**src/rtl/amem_pkg.sv**
```systemverilog
package amem_pkg;

    localparam int unsigned PH_W = 4;
    localparam int unsigned TA_W = 4;

    typedef logic [PH_W-1:0] ph_cnt_t;
    typedef logic [TA_W-1:0] ta_cnt_t;

    typedef enum logic [1:0] {
        PH_IDLE   = 2'd0,
        PH_SETUP  = 2'd1,
        PH_STROBE = 2'd2,
        PH_HOLD   = 2'd3
    } phase_e;

    typedef struct packed {
        ph_cnt_t setup;
        ph_cnt_t strobe;
        ph_cnt_t hold;
    } ph_widths_t;

    typedef struct packed {
        ph_widths_t rd;
        ph_widths_t wr;
        ta_cnt_t    turn;
        logic       wide;
        logic       sel_strobe;
        logic       ext_wait;
    } cs_cfg_t;

    function automatic ph_cnt_t at_least_one(ph_cnt_t v);
        return (v == '0) ? ph_cnt_t'(1) : v;
    endfunction

endpackage

```
**src/rtl/amem_wait_sync.sv**
```systemverilog
module amem_wait_sync #(
    parameter int unsigned N = 4
) (
    input  logic         clk,
    input  logic         rst_n,
    input  logic [N-1:0] raw_i,
    output logic [N-1:0] sync_o
);
    logic [N-1:0] stage1_q;
    logic [N-1:0] stage2_q;

    always_ff @(posedge clk or negedge rst_n) begin
        if (!rst_n) begin
            stage1_q <= '0;
            stage2_q <= '0;
        end else begin
            stage1_q <= raw_i;
            stage2_q <= stage1_q;
        end
    end

    assign sync_o = stage2_q;
endmodule

```
**src/rtl/amem_cfg_sel.sv**
```systemverilog
module amem_cfg_sel
    import amem_pkg::*;
#(
    parameter int unsigned NUM_CS = 4,
    localparam int unsigned CS_W = (NUM_CS > 1) ? $clog2(NUM_CS) : 1
) (
    input  logic [NUM_CS*PH_W-1:0] rd_setup_i,
    input  logic [NUM_CS*PH_W-1:0] rd_strobe_i,
    input  logic [NUM_CS*PH_W-1:0] rd_hold_i,
    input  logic [NUM_CS*PH_W-1:0] wr_setup_i,
    input  logic [NUM_CS*PH_W-1:0] wr_strobe_i,
    input  logic [NUM_CS*PH_W-1:0] wr_hold_i,
    input  logic [NUM_CS*TA_W-1:0] turn_i,
    input  logic [NUM_CS-1:0]      wide_i,
    input  logic [NUM_CS-1:0]      sel_strobe_i,
    input  logic [NUM_CS-1:0]      ext_wait_i,
    input  logic [CS_W-1:0]        sel_i,
    output cs_cfg_t                cfg_o
);
    cs_cfg_t per_cs [NUM_CS];

    for (genvar g = 0; g < NUM_CS; g++) begin : g_cs
        always_comb begin
            per_cs[g].rd.setup   = at_least_one(rd_setup_i[g*PH_W +: PH_W]);
            per_cs[g].rd.strobe  = at_least_one(rd_strobe_i[g*PH_W +: PH_W]);
            per_cs[g].rd.hold    = at_least_one(rd_hold_i[g*PH_W +: PH_W]);
            per_cs[g].wr.setup   = at_least_one(wr_setup_i[g*PH_W +: PH_W]);
            per_cs[g].wr.strobe  = at_least_one(wr_strobe_i[g*PH_W +: PH_W]);
            per_cs[g].wr.hold    = at_least_one(wr_hold_i[g*PH_W +: PH_W]);
            per_cs[g].turn       = turn_i[g*TA_W +: TA_W];
            per_cs[g].wide       = wide_i[g];
            per_cs[g].sel_strobe = sel_strobe_i[g];
            per_cs[g].ext_wait   = ext_wait_i[g];
        end
    end

    assign cfg_o = per_cs[sel_i];
endmodule

```
**src/rtl/amem_phase_engine.sv**
```systemverilog
module amem_phase_engine
    import amem_pkg::*;
#(
    parameter int unsigned NUM_CS = 4,
    parameter int unsigned ADDR_W = 26,
    parameter int unsigned DATA_W = 16,
    localparam int unsigned CS_W = (NUM_CS > 1) ? $clog2(NUM_CS) : 1
) (
    input  logic                   clk,
    input  logic                   rst_n,
    input  logic [NUM_CS*PH_W-1:0] cfg_rd_setup,
    input  logic [NUM_CS*PH_W-1:0] cfg_rd_strobe,
    input  logic [NUM_CS*PH_W-1:0] cfg_rd_hold,
    input  logic [NUM_CS*PH_W-1:0] cfg_wr_setup,
    input  logic [NUM_CS*PH_W-1:0] cfg_wr_strobe,
    input  logic [NUM_CS*PH_W-1:0] cfg_wr_hold,
    input  logic [NUM_CS*TA_W-1:0] cfg_turn,
    input  logic [NUM_CS-1:0]      cfg_wide,
    input  logic [NUM_CS-1:0]      cfg_sel_strobe,
    input  logic [NUM_CS-1:0]      cfg_ext_wait,
    input  logic                   req_valid,
    input  logic                   req_write,
    input  logic [CS_W-1:0]        req_cs,
    input  logic [ADDR_W-1:0]      req_addr,
    input  logic [DATA_W-1:0]      req_wdata,
    output logic                   req_ack,
    output logic [DATA_W-1:0]      rsp_rdata,
    output logic [NUM_CS-1:0]      mem_cs_n,
    output logic                   mem_oe_n,
    output logic                   mem_we_n,
    output logic [ADDR_W-1:0]      mem_addr,
    output logic [DATA_W-1:0]      mem_dq_out,
    output logic                   mem_dq_oe,
    input  logic [DATA_W-1:0]      mem_dq_in,
    input  logic [NUM_CS-1:0]      mem_wait
);
    localparam int unsigned NARROW_W = DATA_W / 2;
    localparam int unsigned PAD_W    = DATA_W - NARROW_W;

    typedef struct packed {
        phase_e              ph;
        ph_cnt_t             cnt;
        logic [CS_W-1:0]     cs;
        logic                wr;
        logic [ADDR_W-1:0]   addr;
        logic [DATA_W-1:0]   wdata;
        logic [DATA_W-1:0]   rdata;
        cs_cfg_t             cfg;
        logic                prev_valid;
        logic [CS_W-1:0]     last_cs;
        logic                last_wr;
        ta_cnt_t             last_turn;
        ta_cnt_t             gap;
    } eng_state_t;

    eng_state_t      st_d, st_q;
    cs_cfg_t         req_cfg;
    logic [NUM_CS-1:0] wait_s;
    logic            need_turn;
    logic            may_start;
    logic            cs_active;
    logic [NUM_CS-1:0] cs_onehot;

    amem_cfg_sel #(.NUM_CS(NUM_CS)) cfg_sel_i (
        .rd_setup_i   (cfg_rd_setup),
        .rd_strobe_i  (cfg_rd_strobe),
        .rd_hold_i    (cfg_rd_hold),
        .wr_setup_i   (cfg_wr_setup),
        .wr_strobe_i  (cfg_wr_strobe),
        .wr_hold_i    (cfg_wr_hold),
        .turn_i       (cfg_turn),
        .wide_i       (cfg_wide),
        .sel_strobe_i (cfg_sel_strobe),
        .ext_wait_i   (cfg_ext_wait),
        .sel_i        (req_cs),
        .cfg_o        (req_cfg)
    );

    amem_wait_sync #(.N(NUM_CS)) wait_sync_i (
        .clk    (clk),
        .rst_n  (rst_n),
        .raw_i  (mem_wait),
        .sync_o (wait_s)
    );

    // a change of owner or direction needs the previous select's gap
    assign need_turn = st_q.prev_valid &&
                       ((req_cs != st_q.last_cs) || (req_write != st_q.last_wr));
    assign may_start = !need_turn || (st_q.gap >= st_q.last_turn);

    always_comb begin
        st_d = st_q;
        unique case (st_q.ph)
            PH_IDLE: begin
                if (st_q.gap != '1) begin
                    st_d.gap = st_q.gap + 1'b1;
                end
                if (req_valid && may_start) begin
                    st_d.ph    = PH_SETUP;
                    st_d.cs    = req_cs;
                    st_d.wr    = req_write;
                    st_d.cfg   = req_cfg;
                    st_d.addr  = req_cfg.wide ? {1'b0, req_addr[ADDR_W-1:1]} : req_addr;
                    st_d.wdata = req_cfg.wide ? req_wdata
                                              : {{PAD_W{1'b0}}, req_wdata[NARROW_W-1:0]};
                    st_d.cnt   = (req_write ? req_cfg.wr.setup : req_cfg.rd.setup) - 1'b1;
                end
            end
            PH_SETUP: begin
                if (st_q.cnt == '0) begin
                    st_d.ph  = PH_STROBE;
                    st_d.cnt = (st_q.wr ? st_q.cfg.wr.strobe : st_q.cfg.rd.strobe) - 1'b1;
                end else begin
                    st_d.cnt = st_q.cnt - 1'b1;
                end
            end
            PH_STROBE: begin
                if (st_q.cnt != '0) begin
                    st_d.cnt = st_q.cnt - 1'b1;
                end else if (!(st_q.cfg.ext_wait && wait_s[st_q.cs])) begin
                    st_d.ph  = PH_HOLD;
                    st_d.cnt = (st_q.wr ? st_q.cfg.wr.hold : st_q.cfg.rd.hold) - 1'b1;
                    if (!st_q.wr) begin
                        st_d.rdata = st_q.cfg.wide
                                   ? mem_dq_in
                                   : {{PAD_W{1'b0}}, mem_dq_in[NARROW_W-1:0]};
                    end
                end
            end
            PH_HOLD: begin
                if (st_q.cnt == '0) begin
                    st_d.ph         = PH_IDLE;
                    st_d.gap        = '0;
                    st_d.prev_valid = 1'b1;
                    st_d.last_cs    = st_q.cs;
                    st_d.last_wr    = st_q.wr;
                    st_d.last_turn  = st_q.cfg.turn;
                end else begin
                    st_d.cnt = st_q.cnt - 1'b1;
                end
            end
            default: st_d.ph = PH_IDLE;
        endcase
    end

    always_ff @(posedge clk or negedge rst_n) begin
        if (!rst_n) begin
            st_q <= '0;
        end else begin
            st_q <= st_d;
        end
    end

    assign cs_active = st_q.cfg.sel_strobe ? (st_q.ph == PH_STROBE)
                                           : (st_q.ph != PH_IDLE);

    always_comb begin
        cs_onehot = '0;
        if (cs_active) begin
            cs_onehot[st_q.cs] = 1'b1;
        end
    end

    assign mem_cs_n   = ~cs_onehot;
    assign mem_oe_n   = !((st_q.ph == PH_STROBE) && !st_q.wr);
    assign mem_we_n   = !((st_q.ph == PH_STROBE) && st_q.wr);
    assign mem_dq_oe  = (st_q.ph != PH_IDLE) && st_q.wr;
    assign mem_dq_out = st_q.wdata;
    assign mem_addr   = st_q.addr;
    assign req_ack    = (st_q.ph == PH_HOLD) && (st_q.cnt == '0);
    assign rsp_rdata  = st_q.rdata;
endmodule

```
**config.mk**
```make
export PLATFORM = sky130hd
export DESIGN_NAME = amem_phase_engine
export DESIGN_NICKNAME = d
export VERILOG_FILES = /design/src/rtl/amem_pkg.sv /design/src/rtl/amem_wait_sync.sv /design/src/rtl/amem_cfg_sel.sv /design/src/rtl/amem_phase_engine.sv
export SDC_FILE = /design/constraint.sdc
export NUM_CORES = 1
export LEC_CHECK = 0
export BUFFER_PORTS_ARGS = -buffer_cell sky130_fd_sc_hd__clkbuf_2
export CAP_MARGIN = 25
export CORE_ASPECT_RATIO = 1.5
export CORE_MARGIN = 8
export CORE_UTILIZATION = 50
export DETAILED_ROUTE_END_ITERATION = 8
export GPL_TIMING_DRIVEN = 0
export PLACE_DENSITY = 0.85
export RECOVER_POWER = 100
export SYNTH_ARGS = -nofsm -noshare
export SYNTH_HDL_FRONTEND = slang
export SYNTH_SLANG_ARGS = --single-unit
```
**constraint.sdc**
```tcl
create_clock -name clk -period 2.8 [get_ports clk]
set_input_delay 0.42 -clock clk [delete_from_list [all_inputs] [get_ports clk]]
set_output_delay 0.42 -clock clk [all_outputs]
set_load 0.1 [all_outputs]
```
==> results.toml <==
[timing]
rsz0062_at_grt = "no"
slew_headroom_pct = -58.28
worst_slew_pin_slew_ns = 2.374
setup_viol = 0
setup_slack_ns = 0.2287
slew_violations = 111
finalHoldViolations = 0
fmax_mhz = 388.9
fin_skew_ns = 0.009703
post-route-period-util_pct = 91.83
fin_crit_ns = 2.571

[logic_synthesis]
ys_top_cells_by_area = "dfrtp_1, mux4_2, buf_4"
netlist_instances = 622
ys_types = 55
synth.avg_cell_area_um2 = 10.60
synth_top_area_cell = "dfrtp_1"
synth-seq-cells = 110
syn_area_mm2 = 0.006593
ys_warn_count = 0
synth_flop_cell = "dfrtp_1"
synth_edf_count = 0
syn_nets = 828
ys_seq_area_share_pct = 41.75
netlist.area_leader.share_pct = 41.75
postSynth.asyncResetShare_pct = 100.0

[drt]
dr.pass1.iters = 4
drc = 0
routed_wl_um = 17960
ant_nets = 0
viasPerCell = 5.297
initialDrtViolationCount = 231
wl_per_cell_um = 17.07
vias = 5572

[grt]
grt_max_degree = 111
grt_usage_pct = 20.83
antenna_found_initial = 0
grt_remaining_overflow = 0
grt_pass1_vias = 5996
grt_pass1_wl_um = 28170

[critical_path]
required_ns = 2.38
start_kind = "register"
cpPeakStageDelay_ns = 0.36
endpoint_kind = "primary output"
critPathMaxFanout = 11
critPathKind = "reg2out"
cp_slowest_cell = "dfrtp_1"
crit_chain = "inv_1, ha_1, and2_0, buf_4, nand2_1, clkinvlp_4, clkbuf_4"
worstPathArrival_ns = 2.15

[layout]
instances_no_fill = 1052
syn_to_final_growth_pct = 24.67
fin_nets = 1094
layout_common_cells = "clkbuf_2, dfrtp_1, nand2_1"
final_common_cell = "clkbuf_2"
layout-drive-gt1-share_pct = 39.53
diodes = 0
utilization_pct = 63.45
nFillCells = 1138
design_area_mm2 = 0.008219

[cts]
clkTransAtPathRegs_ns = 0.07
holdBufCountCts = 0
cts_tree = "done"
htree_levels = 3
cts_buffer_depth = 2
cts_made_buffers = 9
cts_root_buffer = "clkbuf_16"
clk-insertion-delay-late_ns = 0.35
cts.sinks = 110

[floorplan]
num_rows = 51
start_util_pct = 50.89
dieArea_mm2 = 0.01719
die_w_um = 109.8
ios = 258
coreArea_mm2 = 0.01295
die_y_um = 156.6

[placement]
port_buffers = 256
gp_congestion = 0.8434
place_ws_ns = 0.09759
place_area_mm2 = 0.008082
place.detailed.hpwl_um = 14760
placed_cells = 1037

[power]
finalPower_w = 0.01087
p_per_area_mw_per_mm2 = 1323
p_leak_nw = 4.015
peakVddDrop_mv = 0.6725

[run_status]
violations = "capacitance limit, slew limit"
status = "complete, but fails checks"

[job]
drv_cap = 1

[hold_path]
hold_class = "in2reg"
-- path summary, 6_finish.rpt --
| kind | slack, ns | from | end | cells past startpoint |
|---|---|---|---|---|
| setup / recovery | 0.23 | st_q[104] | req_ack | 7 |
| hold / removal | 0.18 | mem_wait[3] | wait_sync_i.stage1_q[3] | 1 |
| setup reg to reg | 0.33 | st_q[108] | st_q[34] | 8 |
| hold reg to reg | 0.35 | wait_sync_i.stage1_q[1] | wait_sync_i.sync_o[1] | 0 |
| max in group asynchronous | 0.61 | rst_n | st_q[102] | 1 |
| min in group asynchronous | 0.79 | rst_n | st_q[5] | 1 |
-- layout make-up --
| class | count | area [um^2] | share of cell area, % |
|---|---|---|---|
| multi-input combinational | 404 | 3077 | 37.43 |
| sequential | 110 | 2753 | 33.49 |
| timing repair buffer | 256 | 1209 | 14.71 |
| buffer | 94 | 639.4 | 7.779 |
| clock buffer | 10 | 239.0 | 2.908 |
| tap | 159 | 198.9 | 2.420 |
| inverter | 13 | 52.55 | 0.6394 |
| clock inverter | 6 | 51.30 | 0.6241 |
-- registers in the layout, summed over array words and instances (netlist names) --
name,cells
st_q,44
wait_sync_i.sync_o,4
mem_addr,26
mem_dq_out,16
wait_sync_i.stage1_q,4
rsp_rdata,16
-- worst max-delay path, delay by kind of cell (launching register included) --
family	cells	cell delay (ns)
AND/OR/NAND/NOR	2	0.35
adder cells (fa/ha/maj)	1	0.22
flip-flops	1	0.36
buffers and inverters	4	0.87
-- power breakdown --
| group | switching [W] | internal (W) | leakage, nW |
|---|---|---|---|
| combinational | 0.00497 | 0.00192 | 2.52 |
| clock | 0.000597 | 0.000645 | 0.146 |
| sequential | 0.000441 | 0.00230 | 1.35 |
-- layer usage --
layer	vias to the layer above	routed length, um	track usage, %
met3	36	1193	4.734
li1	2689	-	-
met2	206	9758	38.56
met5	-	0	0
met1	2641	6495	21.51
met4	0	510	8.850
-- cells in the mapped netlist, types with 3 or more instances --
library cell / n
mux4_2: 26
o21ai_0: 59
buf_4: 65
dfrtp_1: 110
mux2i_1: 36
clkbuf_1: 5
buf_6: 5
nand3_1: 3
nor3_1: 36
buf_2: 14
nand2b_1: 7
and3_1: 3
xnor2_1: 9
mux2_2: 27
a211oi_1: 5
or4b_1: 3
a22o_1: 4
a21oi_1: 14
ha_1: 14
clkbuf_2: 3
nor2_1: 14
nand2_1: 95
inv_1: 13
mux2_4: 12
-- per-stage QoR --
step	TNS, ns	hold slack, ns
finish	0	0.1752
global route	0	0.1618
detailed placement	0	0.3347
global placement	-22.98	0.3312
floorplan	0	0.1244
CTS	0	0.1631
-- cells by family after synthesis --
kind of cell | after synthesis | share of synthesized area (%)
xor gates and xnor gates | 10 | 1.329
DFF | 110 | 41.75
adders and majority gates | 14 | 2.657
muxes | 101 | 21.69
and+or+nand+nor | 172 | 11.71
AOI/OAI and AO/OA | 107 | 9.945
buffers and inverters | 108 | 10.91
-- what timing repair did --
action                                  CTS  global route
endpoints found under the setup margin    1             1
hold endpoints to repair                  0             0
resized for setup                         2             3
buffers inserted                          0             0
No activity file was read; power rests on OpenSTA's default activity.
